## src/rtl/uart_rx_pkg.sv

```systemverilog
package uart_rx_pkg;

    typedef enum logic [2:0] {
        ST_IDLE  = 3'd0,
        ST_START = 3'd1,
        ST_DATA  = 3'd2,
        ST_STOP  = 3'd3,
        ST_WAIT  = 3'd4
    } rx_state_e;

    function automatic logic maj3(input logic a, input logic b, input logic c);
        return (a & b) | (a & c) | (b & c);
    endfunction

endpackage

```

## src/rtl/uart_rx_tick.sv

```systemverilog
module uart_rx_tick #(
    parameter int TERM  = 77,
    parameter int DIV_W = 7
) (
    input  logic clk,
    input  logic rst,
    output logic tick
);
    logic [DIV_W-1:0] cnt_d, cnt_q;

    always_comb begin
        tick  = (cnt_q == DIV_W'(TERM));
        cnt_d = tick ? '0 : cnt_q + 1'b1;
    end

    always_ff @(posedge clk) begin
        if (rst) cnt_q <= '0;
        else     cnt_q <= cnt_d;
    end
endmodule

```

## src/rtl/uart_rx_sync.sv

```systemverilog
module uart_rx_sync (
    input  logic clk,
    input  logic rst,
    input  logic line_in,
    output logic line_s,
    output logic fall
);
    typedef struct packed {
        logic meta;
        logic stable;
        logic prev;
    } sync_t;

    sync_t s_d, s_q;

    always_comb begin
        s_d.meta   = line_in;
        s_d.stable = s_q.meta;
        s_d.prev   = s_q.stable;
        line_s     = s_q.stable;
        fall       = s_q.prev & ~s_q.stable;
    end

    always_ff @(posedge clk) begin
        if (rst) s_q <= '1;
        else     s_q <= s_d;
    end
endmodule

```

## src/rtl/uart_rx_vote.sv

```systemverilog
module uart_rx_vote #(
    parameter int SUB_W = 4,
    parameter int V_MID = 8
) (
    input  logic             clk,
    input  logic             rst,
    input  logic             tick,
    input  logic [SUB_W-1:0] sub,
    input  logic             line_s,
    output logic             bit_val,
    output logic             bit_done
);
    import uart_rx_pkg::*;

    logic [1:0] samp_d, samp_q;

    always_comb begin
        samp_d = samp_q;
        if (tick && sub == SUB_W'(V_MID - 1)) samp_d[0] = line_s;
        if (tick && sub == SUB_W'(V_MID))     samp_d[1] = line_s;
        bit_done = tick && (sub == SUB_W'(V_MID + 1));
        bit_val  = maj3(samp_q[0], samp_q[1], line_s);
    end

    always_ff @(posedge clk) begin
        if (rst) samp_q <= '1;
        else     samp_q <= samp_d;
    end
endmodule

```

## src/rtl/uart_rx_core.sv

```systemverilog
module uart_rx_core #(
    parameter int CLK_HZ = 12_000_000,
    parameter int BAUD   = 9600,
    parameter int OVS    = 16,
    parameter int DATA_W = 8
) (
    input  logic              clk,
    input  logic              rst,
    input  logic              rx_line,
    output logic [DATA_W-1:0] rx_data,
    output logic              rx_valid,
    output logic              rx_ferr
);
    import uart_rx_pkg::*;

    localparam int TICK_TERM = CLK_HZ / (OVS * BAUD) - 1;
    localparam int DIV_W     = (TICK_TERM > 0) ? $clog2(TICK_TERM + 1) : 1;
    localparam int SUB_W     = $clog2(OVS);
    localparam int BCNT_W    = $clog2(DATA_W);

    typedef struct packed {
        rx_state_e          state;
        logic [SUB_W-1:0]   sub;
        logic [BCNT_W-1:0]  bitcnt;
        logic [DATA_W-1:0]  shreg;
        logic [DATA_W-1:0]  data;
        logic               valid;
        logic               ferr;
    } core_t;

    core_t c_d, c_q;
    logic tick, line_s, fall, bit_val, bit_done;

    uart_rx_tick #(.TERM(TICK_TERM), .DIV_W(DIV_W)) u_tick (
        .clk(clk), .rst(rst), .tick(tick)
    );

    uart_rx_sync u_sync (
        .clk(clk), .rst(rst), .line_in(rx_line), .line_s(line_s), .fall(fall)
    );

    uart_rx_vote #(.SUB_W(SUB_W), .V_MID(OVS / 2)) u_vote (
        .clk(clk), .rst(rst), .tick(tick), .sub(c_q.sub), .line_s(line_s),
        .bit_val(bit_val), .bit_done(bit_done)
    );

    always_comb begin
        c_d       = c_q;
        c_d.valid = 1'b0;
        c_d.ferr  = 1'b0;
        if (c_q.state != ST_IDLE && c_q.state != ST_WAIT && tick)
            c_d.sub = (c_q.sub == SUB_W'(OVS - 1)) ? '0 : c_q.sub + 1'b1;
        unique case (c_q.state)
            ST_IDLE: begin
                if (fall) begin
                    c_d.state  = ST_START;
                    c_d.sub    = '0;
                    c_d.bitcnt = '0;
                end
            end
            ST_START: begin
                if (bit_done) c_d.state = bit_val ? ST_IDLE : ST_DATA;
            end
            ST_DATA: begin
                if (bit_done) begin
                    c_d.shreg = {bit_val, c_q.shreg[DATA_W-1:1]};
                    if (c_q.bitcnt == BCNT_W'(DATA_W - 1)) c_d.state = ST_STOP;
                    else c_d.bitcnt = c_q.bitcnt + 1'b1;
                end
            end
            ST_STOP: begin
                if (bit_done) begin
                    if (bit_val) begin
                        c_d.data  = c_q.shreg;
                        c_d.valid = 1'b1;
                        c_d.state = ST_IDLE;
                    end else begin
                        c_d.ferr  = 1'b1;
                        c_d.state = ST_WAIT;
                    end
                end
            end
            ST_WAIT: begin
                if (line_s) c_d.state = ST_IDLE;
            end
            default: c_d.state = ST_IDLE;
        endcase
    end

    always_ff @(posedge clk) begin
        if (rst) begin
            c_q       <= '0;
            c_q.state <= ST_IDLE;
        end else begin
            c_q <= c_d;
        end
    end

    assign rx_data  = c_q.data;
    assign rx_valid = c_q.valid;
    assign rx_ferr  = c_q.ferr;
endmodule

```

## config.mk

```make
export PLATFORM = sky130hd
export DESIGN_NAME = uart_rx_core
export DESIGN_NICKNAME = d
export VERILOG_FILES = /design/src/rtl/uart_rx_pkg.sv /design/src/rtl/uart_rx_tick.sv /design/src/rtl/uart_rx_sync.sv /design/src/rtl/uart_rx_vote.sv /design/src/rtl/uart_rx_core.sv
export SDC_FILE = /design/constraint.sdc
export NUM_CORES = 1
export LEC_CHECK = 0
export ABC_AREA = 1
export BUFFER_PORTS_ARGS = -buffer_cell sky130_fd_sc_hd__buf_2
export CAP_MARGIN = 20
export CORE_UTILIZATION = 40
export DETAILED_ROUTE_END_ITERATION = 10
export SKIP_LAST_GASP = 1
export SLEW_MARGIN = 30
export SYNTH_ARGS = -nofsm -noshare
export SYNTH_HDL_FRONTEND = slang
export SYNTH_HIERARCHICAL = 1
export SYNTH_SLANG_ARGS = --single-unit
```

## constraint.sdc

```tcl
create_clock -name clk -period 5.6 [get_ports clk]
set_input_delay 1.12 -clock clk [delete_from_list [all_inputs] [get_ports clk]]
set_output_delay 1.12 -clock clk [all_outputs]
set_load 0.005 [all_outputs]
```

# Word level (Yosys, flattened, before mapping)
# Index checks and enable logic that the tools add are counted.
totals:
  out_inout_bits: 10
  elab_cells: 74
  input_bits: 3
  register_bits: 40
classes:
  n_reduce_logical: 14
  bitwise_logic: 9
  n_addsub: 3
  n_eq_ne: 18
  muxes: 17
op_table:
  columns: ["op", "n"]
  rows:
  - ["$mux W3", 7]
  - ["$pmux W3 S5", 1]
  - ["$eq A4 B4 Y1 const B", 3]
  - ["$mux W4", 3]
  - ["$ne A2 B2 Y1 const B", 6]
  - ["$mux W11", 1]
  - ["$mux W10", 1]
  - ["$add A7 B1 Y7 const B", 1]
  - ["$eq A7 B7 Y1 const B", 1]
  - ["$eq A3 B2 Y1 const B", 2]
  - ["$eq A3 B3 Y1 const B", 2]
  - ["$pmux W3 S2", 1]
  - ["$reduce_and A6 Y1", 1]
  - ["$logic_and A1 B1 Y1", 5]
  - ["$add A4 B1 Y4 const B", 1]
  - ["$and A1 B1 Y1", 4]
  - ["$eq A4 B3 Y1 const B", 1]
  - ["$reduce_and A4 Y1", 1]
  - ["$add A3 B1 Y3 const B", 1]
  - ["$eq A3 B1 Y1 const B", 1]
  - ["$logic_not A3 Y1", 1]
  - ["$ne A3 B3 Y1 const B", 1]
  - ["$not A1 Y1", 3]
  - ["$reduce_and A3 Y1", 1]
  - ["other kinds (9)", 11]

# Longest topological paths before layout
depth:
  word_depth: 6
  mapped_depth: 16
  depth_no_buf: 16

# Cells and area by module
# The synthesis kept the hierarchy.
modules_own_cells:
  columns: ["module", "cells_each", "seq_area_each_um2", "area_per_inst_um2", "n_inst"]
  rows:
  - ["uart_rx_core", 165, 560.5, 1260.0, 1]
  - ["uart_rx_tick", 49, 140.1, 362.8, 1]
  - ["uart_rx_vote", 21, 40.0, 132.6, 1]
  - ["uart_rx_sync", 12, 60.1, 93.8, 1]

# Least setup slack after synthesis
# Ideal clock, no wire load.
synth_path:
  path_kind: "flip-flop to flip-flop"
  start: "register u_tick.cnt_q[0]"
  end: "register c_q[27] in the netlist's numbering"
  n_path_buf: 0
  t_required_ns: 5.487
  path_slack_ns: 3.468
  arrival_ns: 2.019
  period_less_slack_ns: 2.132
  setup_time_ns: 0.113
  path_stages_with_launch: 15
  cell_sequence: "dfxtp_1 > ha_1 > nand2_1 > inv_1 > nand3_2 > inv_1 > nand2_1 > nor4_1 > inv_1 > nand3_1 > nand3_1 > nor2_1 > nand2_1 > nand2_1 > nor2_1"
synth_via:
  elab_chain_cells: 4
  elab_cells_between_ends: 6
  cone_classes: "eq/ne (4); reduce/logical (2)"
synth_rtl:
  columns: ["element", "line_no", "rtl"]
  rows:
  - ["start, declared", "uart_rx_tick.sv:9", "logic [DIV_W-1:0] cnt_d, cnt_q;"]
  - ["start signal, assigned", "uart_rx_tick.sv:18", "else cnt_q <= cnt_d;"]
  - ["$eq A7 B7 Y1 *", "uart_rx_tick.sv:12", "tick = (cnt_q == DIV_W'(TERM));"]
  - ["named net tick", "uart_rx_core.sv:32", "logic tick, line_s, fall, bit_val, bit_done;"]
  - ["$logic_and A1 B1 Y1 *", "uart_rx_vote.sv:21", "bit_done = tick && (sub == SUB_W'(V_MID + 1));"]
  - ["named net bit_done", "uart_rx_core.sv:32", null]
  - ["$ne A2 B2 Y1 (no line)", null, null]
  - ["$reduce_and A6 Y1 (no line) *", null, null]
  - ["end, declared", "uart_rx_core.sv:31", "core_t c_d, c_q;"]
# The timed path passes the listed nets; every way through them passes the cells marked *.
# A chain may end at the register's enable or synchronous reset.

# Worst setup path after layout
# Same ends and word-level chain as after synthesis.

==> metrics.md <==
| Metric | Value |
|---|---|
| Port Buffers | `12` |
| Ys flop type | `dfxtp_1` |
| Final Hold Fails | `0` |
| Critical R2R Launch | `u_tick/cnt_q[0]` |
| Unrepaired setup endpoints after global routing | `false` |
| Setup crit end kind | `flop` |
| GP Congestion | `0.836` |
| Initial DRC count | `105` |
| Post-Layout Cell Count | `approximately 310` |
| Diode count | `0` |
| EDFF count, synth | `0` |
| Core box area | `approximately 0.0044 mm^2` |
| Critical path origin | `u_tick/cnt_q[0]` |
| Placed Instances | `298` |
| Post-synthesis mux area share | `0` |
| Reg2Reg Depth | `14` |
| Fin crit share | `0.410` |
| First-pass GRT wire length | `between 5000 and 6000 um` |
| Post_cts resized | `0` |
| Synth Area in Compound Gates | `0.147` |
| Post-synthesis sequential area ratio | `0.433` |
| WP data required | `5.79 ns` |
| Setup violators final | `0` |
| Via count | `1425` |
| Most frequent cell after synthesis | `dfxtp_1` |
| Final instance area | `between 0.002 and 0.0025 mm^2` |
| Yosys cell types | `30` |
| Mapped Nets | `255` |
| Synth Area in Simple Gates | `0.240` |
| Layout cells sized above 1 | `0.161` |
| Highest cell delay on the worst timing path | `between 0.4 and 0.5 ns` |
| Crit path capture | `c_q[27]` |
| Wire per inst | `10.2 um` |
| Rows | `24` |
| Starting Density | `0.422` |
| Ranking of synthesized cells by area | `dfxtp_1 43%, nand2_1 7.7%, inv_1 7.5%` |
| Layout area overhead | `8.46%` |
| Fmax | `0.436 GHz` |
| Slew headroom | `0.625` |
| Clock sinks | `40` |
| H-tree Lvls | `2` |
| Post-placement setup slack | `roughly 3 ns` |
| Io pins | `13` |
| Pwr Density | `between 200 and 300 mW/mm^2` |
| Largest family of logic cells by synthesized area | `simple AND/OR/NAND/NOR gates` |
| Initial antenna violation count | `0` |
| Most frequent cells after synthesis | `40 x dfxtp_1, 38 x nand2_1, 37 x inv_1, 24 x nor2_1, 21 x a21oi_1` |
| Vias/cell | `about 4.7` |
| Pin count of the biggest net entering global routing | `22` |
| #FFs+latches synth | `40` |
| Buffer and inverter count on the worst path | `3` |
| Share of the synthesized area in the top cell type | `0.433` |
| CP cell instances | `ha_1, nand2_1, inv_1, nand3_2, inv_1, nand2_1, nor4_2, inv_1, nand3_1, nand3_1, nor2_1, nand2_1, nand2_1, nor2_1` |
| CP Max Fanout | `5` |
| Drt total wl | `3130 um` |
| Fin worst setup slack | `between 3 and 4 ns` |
| Core Util, Final | `0.457` |
| # Post-CTS Setup Buffers | `0` |
| Skew final | `between 0.006 and 0.007 ns` |
| Worst path slowest cell | `nor4_2` |
| Outcome | `complete, no violations` |
| DR pass1 iterations | `4` |
| Max-cap violations | `0` |
| Crit path DAT | `~2.5 ns` |
| Post-synth ARST share | `0` |
| Reg2Reg Setup Slack | `between 3 and 4 ns` |
| Inserted Clock Buffers | `5` |
| Synth warn | `6` |
| Post-DP HPWL | `around 2200 um` |
| HP Class | `flop to flop` |
| Fraction of the mapped netlist area in adder cells | `0.0392` |
| Syn_area_per_cell | `7.49 um^2` |
| Setup TNS | `0 ns` |
| Mapped Area | `around 0.0018 mm^2` |
| Hold-fix buffers, CTS | `0` |
| Reg2reg end | `c_q[27]` |
| Tot GR Track Use | `0.146` |
| Worst vdd ir | `0.000162 V` |
| Yosys top cell by area | `dfxtp_1` |
| Hold Path Depth | `2` |
| Pwr Total | `0.589 mW` |
| Worst hold slack | `approximately 0.41 ns` |
| NumNets Final | `about 260` |
| Startpoint class of the critical path | `flop` |
| Fillers | `roughly 470` |
| Root Buffer | `clkbuf_8` |
| CP Class | `flop to flop` |
| Worst-Margin Slew | `0.562 ns` |
| Pleak | `between 0.8 and 0.9 nW` |
| Die W | `around 70 um` |
| Fin crit period | `2.30 ns` |
| Area of placed instances | `roughly 0.0019 mm^2` |
| Die Span Y | `about 70 um` |
| WP depth | `14` |
| Delay-heaviest family, CP | `simple AND/OR/NAND/NOR gates` |
| Synth Area in XOR/XNOR | `0.00947` |
| Post-synthesis cell count | `~250` |
| Vias in the first global route | `1376` |
| CTS tree | `built` |
| GRT Residual Overflow | `0` |
| Clk_lat worst skew | `0.29 ns` |
| Die area | `~0.0049 mm^2` |
| Clk pin slew, worst setup/hold paths | `around 0.08 ns` |
| CTS max path bufs | `2` |
| Most frequent cell on the critical path | `nand2_1` |
| Slew Limit Fails | `0` |
| Routed Antenna Nets | `0` |
| DRC Markers | `0` |
layer usage:
| layer | vias to the layer above | wire length, um | global-route usage | share of wire |
|---|---|---|---|---|
| met4 | 0 | 49 | 0.0533 | 0.016 |
| li1 | 791 | - | - | - |
| met3 | 6 | 122 | 0.0476 | 0.039 |
| met5 | - | 0 | 0 | 0 |
| met2 | 15 | 1330 | 0.225 | 0.43 |
| met1 | 613 | 1630 | 0.191 | 0.52 |
state kept, by name (all words and copies together), names as in the netlist:
signal,cells
u_tick/cnt_q,7
rx_valid,1
c_q,18
u_vote/samp_q,2
u_sync/line_s,1
rx_data,8
u_sync/s_q,1
u_sync/s_d,1
rx_ferr,1
how the worst min path moves through the flow:
stage / endpoint / start
2_1_floorplan: u_sync/line_s / u_sync/s_d[1]
3_3_place_gp: u_sync/line_s / u_sync/s_d[1]
3_5_place_dp: u_sync/line_s / u_sync/s_d[1]
4_1_cts: u_sync/line_s / u_sync/s_d[1]
5_1_grt: u_sync/line_s / u_sync/s_d[1]
6_report: u_sync/line_s / u_sync/s_d[1]
cell type report:
| type | count | area [um^2] | share of cell area |
|---|---|---|---|
| clock buffers | 5 | 68.8 | 0.0343 |
| clock inverters | 3 | 47.5 | 0.0237 |
| inverters | 40 | 151 | 0.0755 |
| multi-input cells | 154 | 812 | 0.405 |
| flip-flops and latches | 40 | 801 | 0.399 |
| well taps | 52 | 65.1 | 0.0324 |
| repair buffers | 12 | 60.1 | 0.0299 |
power by group:
group	switching [mW]	total [mW]	leakage (nW)	internal, mW
combinational	0.0316	0.0477	0.513	0.0161
clock	0.105	0.239	0.0583	0.134
sequential	0.00800	0.302	0.324	0.294
cells by family (layout without fill, tap and decap cells):
| group | after synthesis | after routing |
|---|---|---|
| DFF | 40 | 40 |
| buffers and inverters | 53 | 60 |
| AOI/OAI and AO/OA | 49 | 49 |
| adders and majority gates | 6 | 6 |
| and+or+nand+nor | 97 | 97 |
| xor gates and xnor gates | 2 | 2 |
cell usage in the layout, fill, tap and decap left out, drive strengths merged, types with 4 or more instances in the layout:
master and instances:
a21oi 24, nand3 18, nand4 4, clkbuf 5
inv 39, o21ai 22, buf 12, nand2 41
ha 5, dfxtp 40, nor2 31
worst min-delay path: cells and delay by family (launching register included):
| kind | cells | cell delay, ns |
|---|---|---|
| flip-flops | 1 | 0.31 |
| AND/OR/NAND/NOR | 1 | 0.04 |
| buffers and inverters | 1 | 0.03 |
No activity file was read; power rests on OpenSTA's default activity.
